## config.mk

```make
export PLATFORM = sky130hd
export DESIGN_NAME = mgmt_phy_regs
export DESIGN_NICKNAME = d
export VERILOG_FILES = /design/src/rtl/mgmt_phy_pkg.sv /design/src/rtl/mgmt_addr_decode.sv /design/src/rtl/mgmt_link_track.sv /design/src/rtl/mgmt_reg_bank.sv /design/src/rtl/mgmt_phy_regs.sv
export SDC_FILE = /design/constraint.sdc
export NUM_CORES = 1
export LEC_CHECK = 0
export ABC_AREA = 1
export BUFFER_PORTS_ARGS = -buffer_cell sky130_fd_sc_hd__buf_2
export CORE_MARGIN = 2
export CORE_UTILIZATION = 40
export CTS_CLUSTER_DIAMETER = 200
export DETAILED_ROUTE_END_ITERATION = 16
export PLACE_DENSITY_LB_ADDON = 0.2
export REMOVE_ABC_BUFFERS = 1
export SETUP_SLACK_MARGIN = 0.4
export SLEW_MARGIN = 20
export SYNTH_ARGS = -nofsm -noshare
export SYNTH_HDL_FRONTEND = slang
export SYNTH_SLANG_ARGS = --single-unit
```

## constraint.sdc

```tcl
create_clock -name clk -period 3.3 [get_ports clk]
set_input_delay 0.165 -clock clk [delete_from_list [all_inputs] [get_ports clk]]
set_output_delay 0.165 -clock clk [all_outputs]
set_load 0.1 [all_outputs]
```

## src/rtl/mgmt_phy_pkg.sv

```systemverilog
package mgmt_phy_pkg;
   typedef logic [15:0] phy_word_t;

   localparam int unsigned IDX_CTRL = 0;
   localparam int unsigned IDX_STAT = 1;
   localparam int unsigned IDX_ID_HI = 2;
   localparam int unsigned IDX_ID_LO = 3;
   localparam int unsigned IDX_ADV = 4;
   localparam int unsigned IDX_PARTNER = 5;

   localparam phy_word_t PARTNER_UP_SET = 16'h01E1;
   localparam phy_word_t PARTNER_DN_KEEP = 16'h01FF;
   localparam int unsigned STAT_LINK_BIT = 2;
   localparam int unsigned CTRL_SRST_BIT = 15;

   // Power-on contents of each register, before the link level is merged in.
   function automatic phy_word_t boot_value(int unsigned idx);
      case (idx)
         IDX_CTRL:  return 16'h1000;
         IDX_STAT:  return 16'h7848;
         IDX_ID_HI: return 16'h2000;
         IDX_ID_LO: return 16'h5C90;
         IDX_ADV:   return 16'h01E1;
         default:   return 16'h0000;
      endcase
   endfunction

   // Fold the link level into the registers that report it.
   function automatic phy_word_t fold_link(int unsigned idx, phy_word_t v, logic up);
      phy_word_t r;
      r = v;
      if (idx == IDX_STAT) r[STAT_LINK_BIT] = up;
      else if (idx == IDX_PARTNER) r = up ? (v | PARTNER_UP_SET) : (v & PARTNER_DN_KEEP);
      return r;
   endfunction

   function automatic logic host_may_write(int unsigned idx);
      return !(idx == IDX_STAT || idx == IDX_ID_HI || idx == IDX_ID_LO);
   endfunction
endpackage

```

## src/rtl/mgmt_addr_decode.sv

```systemverilog
module mgmt_addr_decode #(
   parameter int unsigned ADDR_W    = 5,
   parameter int unsigned NUM_REGS  = 16,
   parameter int unsigned RESP_ADDR = 1
) (
   input  logic [15:0]       addr_word,
   output logic [ADDR_W-1:0] reg_idx,
   output logic              phy_hit,
   output logic              reg_impl
);
   localparam int unsigned REG_LSB = 8;
   localparam logic [ADDR_W-1:0] RESP = ADDR_W'(RESP_ADDR);

   logic [ADDR_W-1:0] phy_sel;
   logic              unused_hi;

   assign reg_idx   = addr_word[REG_LSB +: ADDR_W];
   assign phy_sel   = addr_word[0 +: ADDR_W];
   assign phy_hit   = (phy_sel == RESP);
   assign unused_hi = ^addr_word;

   generate
      if (NUM_REGS >= (1 << ADDR_W)) begin : g_full
         assign reg_impl = 1'b1;
      end else begin : g_part
         localparam logic [ADDR_W:0] LIMIT = (ADDR_W + 1)'(NUM_REGS);
         assign reg_impl = ({1'b0, reg_idx} < LIMIT);
      end
   endgenerate
endmodule

```

## src/rtl/mgmt_link_track.sv

```systemverilog
module mgmt_link_track (
   input  logic clk,
   input  logic rst_n,
   input  logic link_up,
   input  logic rd_cmd,
   input  logic scan_load,
   input  logic scan_val,
   output logic link_chg,
   output logic link_fail
);
   logic link_q;
   logic scan_q;

   assign link_chg = (link_up != link_q);

   always_ff @(posedge clk or negedge rst_n) begin
      if (!rst_n) begin
         link_q    <= 1'b0;
         scan_q    <= 1'b0;
         link_fail <= 1'b0;
      end else begin
         link_q <= link_up;
         if (scan_load) scan_q <= scan_val;
         if (rd_cmd || (scan_q && link_chg)) link_fail <= !link_up;
      end
   end
endmodule

```

## src/rtl/mgmt_reg_bank.sv

```systemverilog
module mgmt_reg_bank
   import mgmt_phy_pkg::*;
#(
   parameter int unsigned NUM_REGS = 16,
   parameter int unsigned IDX_W    = $clog2(NUM_REGS)
) (
   input  logic             clk,
   input  logic             rst_n,
   input  logic             wr_en,
   input  logic [IDX_W-1:0] wr_idx,
   input  phy_word_t        wr_val,
   input  logic             link_up,
   input  logic             link_chg,
   input  logic [IDX_W-1:0] rd_idx,
   output phy_word_t        rd_val
);
   logic                         soft_rst;
   logic [NUM_REGS-1:0][15:0]    nxt_all;

   assign soft_rst = wr_en && (wr_idx == IDX_W'(IDX_CTRL)) && wr_val[CTRL_SRST_BIT];

   for (genvar g = 0; g < NUM_REGS; g++) begin : g_reg
      localparam int unsigned SLOT = g;
      phy_word_t q;
      phy_word_t pre;
      phy_word_t nxt;
      logic      hit;

      assign hit = wr_en && (wr_idx == IDX_W'(g)) && host_may_write(SLOT);
      assign pre = hit ? wr_val : q;
      assign nxt = soft_rst ? fold_link(SLOT, boot_value(SLOT), link_up)
                 : link_chg ? fold_link(SLOT, pre, link_up)
                 : pre;
      assign nxt_all[g] = nxt;

      always_ff @(posedge clk or negedge rst_n) begin
         if (!rst_n) q <= boot_value(SLOT);
         else        q <= nxt;
      end
   end

   // Reads see the post-update value so a combined write-then-read returns new data.
   assign rd_val = nxt_all[rd_idx];
endmodule

```

## src/rtl/mgmt_phy_regs.sv

```systemverilog
module mgmt_phy_regs
   import mgmt_phy_pkg::*;
#(
   parameter int unsigned DATA_W    = 16,
   parameter int unsigned ADDR_W    = 5,
   parameter int unsigned NUM_REGS  = 16,
   parameter int unsigned RESP_ADDR = 1
) (
   input  logic              clk,
   input  logic              rst_n,
   input  logic              link_up,
   input  logic [15:0]       addr_word,
   input  logic [DATA_W-1:0] wr_data,
   input  logic              txd_we,
   input  logic              cmd_we,
   input  logic [2:0]        cmd_val,
   output logic [DATA_W-1:0] rd_data,
   output logic              link_fail
);
   localparam int unsigned IDX_W = $clog2(NUM_REGS);

   if (DATA_W != 16) begin : g_bad_width
      $error("mgmt_phy_regs: DATA_W must be 16");
   end
   if (ADDR_W < 1 || ADDR_W > 8) begin : g_bad_addr
      $error("mgmt_phy_regs: ADDR_W must be 1..8");
   end
   if (NUM_REGS < 8 || (1 << IDX_W) != NUM_REGS || NUM_REGS > (1 << ADDR_W)) begin : g_bad_regs
      $error("mgmt_phy_regs: NUM_REGS must be a power of two in 8..2**ADDR_W");
   end
   if (RESP_ADDR >= (1 << ADDR_W)) begin : g_bad_resp
      $error("mgmt_phy_regs: RESP_ADDR out of range");
   end

   logic [ADDR_W-1:0] reg_idx;
   logic              phy_hit;
   logic              reg_impl;
   logic              rd_cmd;
   logic              wr_cmd;
   logic              wr_en;
   logic              link_chg;
   phy_word_t         txd_q;
   phy_word_t         wr_val;
   phy_word_t         rd_val;

   mgmt_addr_decode #(
      .ADDR_W(ADDR_W), .NUM_REGS(NUM_REGS), .RESP_ADDR(RESP_ADDR)
   ) u_dec (
      .addr_word(addr_word), .reg_idx(reg_idx), .phy_hit(phy_hit), .reg_impl(reg_impl)
   );

   assign rd_cmd = cmd_we && cmd_val[1];
   assign wr_cmd = cmd_we && cmd_val[2];
   assign wr_en  = phy_hit && reg_impl && (txd_we || wr_cmd);
   assign wr_val = txd_we ? wr_data : txd_q;

   mgmt_link_track u_link (
      .clk(clk), .rst_n(rst_n), .link_up(link_up), .rd_cmd(rd_cmd),
      .scan_load(cmd_we), .scan_val(cmd_val[0]),
      .link_chg(link_chg), .link_fail(link_fail)
   );

   mgmt_reg_bank #(.NUM_REGS(NUM_REGS), .IDX_W(IDX_W)) u_bank (
      .clk(clk), .rst_n(rst_n), .wr_en(wr_en), .wr_idx(reg_idx[IDX_W-1:0]),
      .wr_val(wr_val), .link_up(link_up), .link_chg(link_chg),
      .rd_idx(reg_idx[IDX_W-1:0]), .rd_val(rd_val)
   );

   always_ff @(posedge clk or negedge rst_n) begin
      if (!rst_n) begin
         txd_q   <= '0;
         rd_data <= '0;
      end else begin
         if (txd_we) txd_q <= wr_data;
         if (rd_cmd) rd_data <= !phy_hit ? '1 : (reg_impl ? rd_val : '0);
      end
   end
endmodule

```

Word level (Yosys, flattened, before mapping)
Index checks and enable logic that the tools add are counted.

storage, ports and cells
  register bits after elaboration = 291
  word-level logic and storage cells = 98

operators by class
  $lt $le $gt $ge = 2
  equal/unequal tests = 14
  mux-type cells = 38
  reduce and logical (&&, ||, !) cells = 23

operators by type and width
  operator                                            number
  2-to-1 mux 16 bit                                   35
  binary-select mux 16 bit (select 4 bit)             1
  == test 4 bit, second input constant                8
  logical AND 1 bit                                   19
  == test 4 x 3 -> 1 bit, second input constant       4
  2-to-1 mux 9 bit                                    1
  == test 5 x 1 -> 1 bit, second input constant       1
  < comparator 4 x 5 -> 1 bit, second input constant  1
  < comparator 5 bit, second input constant           1
  zero test 4 bit                                     1
  2-to-1 mux 3 bit                                    1
  logical OR 1 bit                                    2
  zero test 1 bit                                     1
  != test 1 bit                                       1

Logic depth before layout (Yosys ltp)
  depth after elaboration = 12
  mapped depth = 17
  mapped depth without buffers = 17

By module
From an unflattened synthesis, not the netlist that was laid out.

second synthesis, totals
  cell total of the unflattened synthesis = 2,302
  area total of the unflattened synthesis = 15,854.0 µm²

modules (own cells, without submodules)
  module            times used  cells an instance  area each (µm²)
  mgmt_reg_bank     1           2,101              14,243.7
  mgmt_phy_regs     1           174                1,405.1
  mgmt_link_track   1           15                 141.4
  mgmt_addr_decode  1           12                 63.8

Worst setup path after synthesis
No wires, ideal clock.

  kind = input port to flip-flop
  start = in addr_word[12]
  end = reg rd_data[5]
  library setup time = 133 ps
  arrival = 1,793 ps
  required time = 3,167 ps
  path slack = 1,375 ps
  stages on the path = 15
  cells stage by stage = buf_2 > inv_2 > nand2_1 > nor2_4 > buf_4 > nand2_2 > buf_2 > nand2_1 > o21ai_1 > o21ai_0 > nand2_1 > nand2_1 > nand2_1 > nand3_1 > a21oi_1

on the way
  cells in the longest elaborated chain, start to end = 12
  elaborated cells on any way between the ends = 52

ends and longest elaborated chain
  element                                  RTL line                text
  from (decl)                              mgmt_phy_regs.sv:12     input logic [15:0] addr_word,
  < comparator 5 bit (*)                   mgmt_addr_decode.sv:27  assign reg_impl = ({1'b0, reg_idx} < LIMIT);
  logical AND 1 bit (2 in a row)           mgmt_phy_regs.sv:54     assign wr_en = phy_hit && reg_impl && (txd_we || wr_cmd);
  logical AND 1 bit                        mgmt_reg_bank.sv:29     assign hit = wr_en && (wr_idx == IDX_W'(g)) && host_may_write(SLOT);
  2-to-1 mux 16 bit                        mgmt_reg_bank.sv:30     assign pre = hit ? wr_val : q;
  2-to-1 mux 16 bit                        mgmt_phy_pkg.sv:33      else if (idx == IDX_PARTNER) r = up ? (v | PARTNER_UP_SET) : (v & PARTNER_DN_KEEP);
  2-to-1 mux 16 bit                        mgmt_reg_bank.sv:32     : link_chg ? fold_link(SLOT, pre, link_up)
  2-to-1 mux 16 bit                        mgmt_reg_bank.sv:31     assign nxt = soft_rst ? fold_link(SLOT, boot_value(SLOT), link_up)
  binary-select mux 16 bit (select 4 bit)  mgmt_reg_bank.sv:43     assign rd_val = nxt_all[rd_idx];
  2-to-1 mux 16 bit (implied by the code)  mgmt_reg_bank.sv:43
  2-to-1 mux 16 bit (*) (2 in a row)       mgmt_phy_regs.sv:75     if (rd_cmd) rd_data <= !phy_hit ? '1 : (reg_impl ? rd_val : '0);
  to (signal assigned)                     mgmt_phy_regs.sv:75
  to (decl)                                mgmt_phy_regs.sv:17     output logic [DATA_W-1:0] rd_data,

Every way passes the cells marked *; elsewhere a longest branch is shown, timed or not. The select of a mux whose other input is x is not followed.
A chain may end at the register's enable or synchronous reset.

Worst setup path after layout
  start = reg txd_q[15]
  end = reg rd_data[1]

on the way
  cells in the longest elaborated chain, start to end = 7
  elaborated cells on any way between the ends = 22

ends and longest elaborated chain
  element                                      RTL line             text
  from (decl)                                  mgmt_phy_regs.sv:42  phy_word_t txd_q;
  from (signal assigned)                       mgmt_phy_regs.sv:74  if (txd_we) txd_q <= wr_data;
  2-to-1 mux 16 bit (*)                        n/a
  logical AND 1 bit (*)                        mgmt_reg_bank.sv:20  assign soft_rst = wr_en && (wr_idx == IDX_W'(IDX_CTRL)) && wr_val[CTRL_SRST_BIT];
  2-to-1 mux 16 bit                            mgmt_reg_bank.sv:31
  binary-select mux 16 bit (select 4 bit) (*)  mgmt_reg_bank.sv:43
  2-to-1 mux 16 bit (implied by the code) (*)  mgmt_reg_bank.sv:43
  2-to-1 mux 16 bit (*) (2 in a row)           mgmt_phy_regs.sv:75

Marked as above.

==> parameters.txt <==
Parameter                              Value

Placement
  Routability congestion estimate from global placement ... just over 0.9
  # port buffers ... 50
  HPWL Detailed ... roughly 33,000 um

Synthesis
  Number of warnings printed during yosys synthesis ... 0
  Leading post-synthesis cells by instance count ... sky130_fd_sc_hd__nand2_1, sky130_fd_sc_hd__inv_1, sky130_fd_sc_hd__dfrtp_1
  Count of mapped cells out of synthesis ... approximately 2,100
  Largest area contributor in the netlist ... sky130_fd_sc_hd__dfrtp_1
  Number of distinct library cell variants in the gate-level netlist after synthesis ... 32
  Ys async rst share ... 1.00
  FF+latch count, synth ... approximately 290
  Post-Synthesis Mean Instance Area ... between 7 and 8 um2
  Portion of the post-synthesis area used by sequential elements ... 0.477
  Netlist area before placement ... 15,300 um2
  Top_reg_cell synth ... sky130_fd_sc_hd__dfrtp_1
  Most frequent cell after synthesis ... sky130_fd_sc_hd__nand2_1
  Portion of synthesized cell area occupied by the leading cell type ... 0.444
  Cell types occupying the most area after synthesis ... sky130_fd_sc_hd__dfrtp_1, sky130_fd_sc_hd__nand2_1, sky130_fd_sc_hd__inv_1, sky130_fd_sc_hd__nand3_1, sky130_fd_sc_hd__nor2_1
  Number of flops mapped to enable cells by yosys ... 0

Clock tree
  Clk pin slew, worst setup/hold paths ... ~0.060 ns
  Number of H-tree branching levels ... 2
  Clock tree from TritonCTS ... done
  Buffer cell driving the clock tree root ... sky130_fd_sc_hd__clkbuf_16
  Latest clock arrival within the worst-skew pair ... about 0.53 ns
  Buffer levels on the longest clock path ... 3
  TritonCTS sink count ... about 290
  Number of CTS-inserted buffers ... 35
  Post_cts resized ... 0

Worst setup path
  Worst Path Buf+Inv ... 2
  Cell with the largest stage delay on the worst path ... sky130_fd_sc_hd__dfrtp_1
  Endpoint kind of the worst setup timing path ... flip-flop
  Worst Path Arrival ... between 2 and 3 ns
  CP Cell Sequence ... nand2_1 > nand2_1 > nand4_4 > buf_12 > buf_4 > nand3_1 > a21oi_1 > nand3_1 > nor2_1 > nand3_1 > a21oi_1
  Worst Setup Path Type ... flip-flop to flip-flop
  CP top delay family ... simple AND/OR/NAND/NOR gates
  Largest stage delay on the critical path ... approximately 0.35 ns
  Top fanout value on the critical path ... 52
  CP startpoint kind ... flip-flop
  Register-to-register setup slack ... 0.90 ns
  Most repeated library cell on the critical path ... sky130_fd_sc_hd__nand3_1
  CP required ... ~3.8 ns

Pwr
  Tot Pwr ... 0.00834 W
  Peak ir drop on the vdd network ... 364 uV
  Power density over cell area ... approximately 470 nW/um2
  Lkg Pwr ... approximately 9.5 nW

Run status
  Run status ... completed

Routing
  ANT nets after route ... 0
  Router iterations before antenna repair ... 8
  Routed vias/inst ... 4.92
  WL final ... slightly above 50,000 um
  Detail-routed net length per standard cell ... roughly 18 um
  DRT iter0 DRCs ... ~1,200
  DRC Markers ... 0
  Count of vias placed by the detailed router ... approximately 14,000

Die
  Floorplan die height ... ~200 um
  I/O pins ... between 50 and 60
  Floorplan core area ... ~38,000 um2
  Placement Rows ... 71
  Horizontal die dimension ... approximately 200 um
  Starting Density ... 0.407
  Die area ... roughly 40,000 um2

Final layout
  Number of nets in the layout ... roughly 2,300
  Diodes inserted ... 0
  Synth-to-layout area growth ... 14.7%
  Share of cells above drive strength 1 ... 0.122
  Share of the core filled with cells in the final layout ... 0.467
  Multi-input logic area ... between 5000 and 6000 um2
  Reg area ... approximately 7300 um2
  Number of fillers in the final layout ... a little under 4,000

GRT
  Number of global-route vias before repair ... about 13,000
  Remaining Overflow, GRT ... 0
  Global Route Usage Sum ... 0.262
  Initial antenna violation count ... 0
  Wire length of the first global-routing pass ... 78,000 um
  Pin count of the biggest net entering global routing ... 80

STA
  Slew headroom ... 0.391
  Maximum clock frequency ... roughly 420 MHz
  Unrepaired setup endpoints after global routing ... false
  Fin. max-slew vios ... 0
  Shortest period the worst path allows ... around 2.4 ns
  Number of hold violations in the final report ... 0
  Final setup violation count ... 0
  Least-Margin Pin Slew ... roughly 0.91 ns
  Final period util ... 0.726
  Summed negative setup slack over all endpoints ... 0 ns
  Final worst clock skew ... roughly 0.013 ns

Hold path
  Classification of the worst-slack hold path ... primary input to flip-flop

Job
  Max-Cap Viols ... 0
## cell type report
class | count | area share
clock inverters | 4 | 0.00114
flip-flops and latches | 291 | 0.416
clock buffers | 57 | 0.0621
well taps | 511 | 0.0364
repair buffers | 134 | 0.0572
inverters | 473 | 0.101
multi-input cells | 1281 | 0.326
## per-layer routing
metal | global-route usage | vias to the layer above | part of all wire
met1 | 0.374 | 6498 | 0.46
li1 | - | 6516 | -
met5 | 0 | - | 0
met4 | 0.0826 | 0 | 0.029
met3 | 0.0418 | 86 | 0.068
met2 | 0.410 | 439 | 0.45
## repair_timing
action	4_1_cts	5_1_grt
setup buffers	0	0
endpoints found under the hold margin	62	0
hold buffers	11	0
## stage by stage
step / hold slack (ns) / instances / area [um2] / setup slack, ns
detailed placement: 0.152 / 2679 / 16400 / 0.449
finish: 0.0410 / 2751 / 17600 / 0.904
global route: 0.0736 / 2751 / 17600 / 0.765
floorplan: -0.131 / 2045 / 14800 / -1.15
CTS: 0.0295 / 2751 / 17600 / 0.972
global placement: 0.149 / 2679 / 16400 / 0.458
## worst min-delay path, delay by kind of cell
kind | cells | cell delay, ns
compound gates | 2 | 0.17
buf+inv | 1 | 0.11
simple gates | 1 | 0.08
## logic make-up (layout without fill, tap and decap cells)
group / count (synthesis) / count (layout) / share of synthesized area
xor+xnor: 1 / 1 / 0.000572
simple gates: 1148 / 1148 / 0.327
compound gates: 132 / 132 / 0.0463
flops: 291 / 291 / 0.477
buf+inv: 573 / 668 / 0.150
## path summary, 6_finish.rpt
kind,from,to,cells past startpoint
min reg2reg,u_bank.g_reg[0].q[15],u_bank.g_reg[0].q[15],2
min in group asynchronous,rst_n,u_bank.g_reg[2].pre[10],2
max,txd_q[15],rd_data[1],11
min,cmd_we,u_link.link_fail,4
max in group asynchronous,rst_n,u_bank.g_reg[4].q[7],3
max reg2reg,txd_q[15],rd_data[1],11
## cell usage in the layout, fill, tap and decap left out, types with 3 or more instances in the layout
cell type / n
sky130_fd_sc_hd__o21ai_2: 3
sky130_fd_sc_hd__nand2_1: 690
sky130_fd_sc_hd__inv_1: 456
sky130_fd_sc_hd__nor2_2: 8
sky130_fd_sc_hd__o21ai_0: 55
sky130_fd_sc_hd__nand3_1: 226
sky130_fd_sc_hd__buf_2: 49
sky130_fd_sc_hd__buf_4: 66
sky130_fd_sc_hd__nor2_8: 6
sky130_fd_sc_hd__nand3_2: 3
sky130_fd_sc_hd__a21oi_1: 27
sky130_fd_sc_hd__dfrtp_1: 272
sky130_fd_sc_hd__clkbuf_16: 37
sky130_fd_sc_hd__nand2_2: 7
sky130_fd_sc_hd__nor2_4: 16
sky130_fd_sc_hd__clkbuf_8: 9
sky130_fd_sc_hd__nand4_1: 22
sky130_fd_sc_hd__inv_2: 16
sky130_fd_sc_hd__o21ai_1: 33
sky130_fd_sc_hd__nor2_1: 150
sky130_fd_sc_hd__clkinv_2: 4
sky130_fd_sc_hd__dfstp_2: 19
sky130_fd_sc_hd__buf_12: 7
sky130_fd_sc_hd__clkbuf_1: 11
sky130_fd_sc_hd__dlygate4sd3_1: 11
sky130_fd_sc_hd__o211ai_1: 11
sky130_fd_sc_hd__or2_2: 17
## flip-flops by register name (all words and copies together) (netlist names)
register,flops
u_bank.g.q,208
u_bank.g.pre,48
rd_data,16
txd_q,16
u_link.link_fail,1
u_link.link_q,1
u_link.scan_q,1
## report_power, final
group | total, W | internal, W | switching [W]
Combinational | 0.000831 | 0.000209 | 0.000623
Clock | 0.00380 | 0.00225 | 0.00155
Sequential | 0.00372 | 0.00368 | 0.0000322
Power figures use the tool's default switching activity.
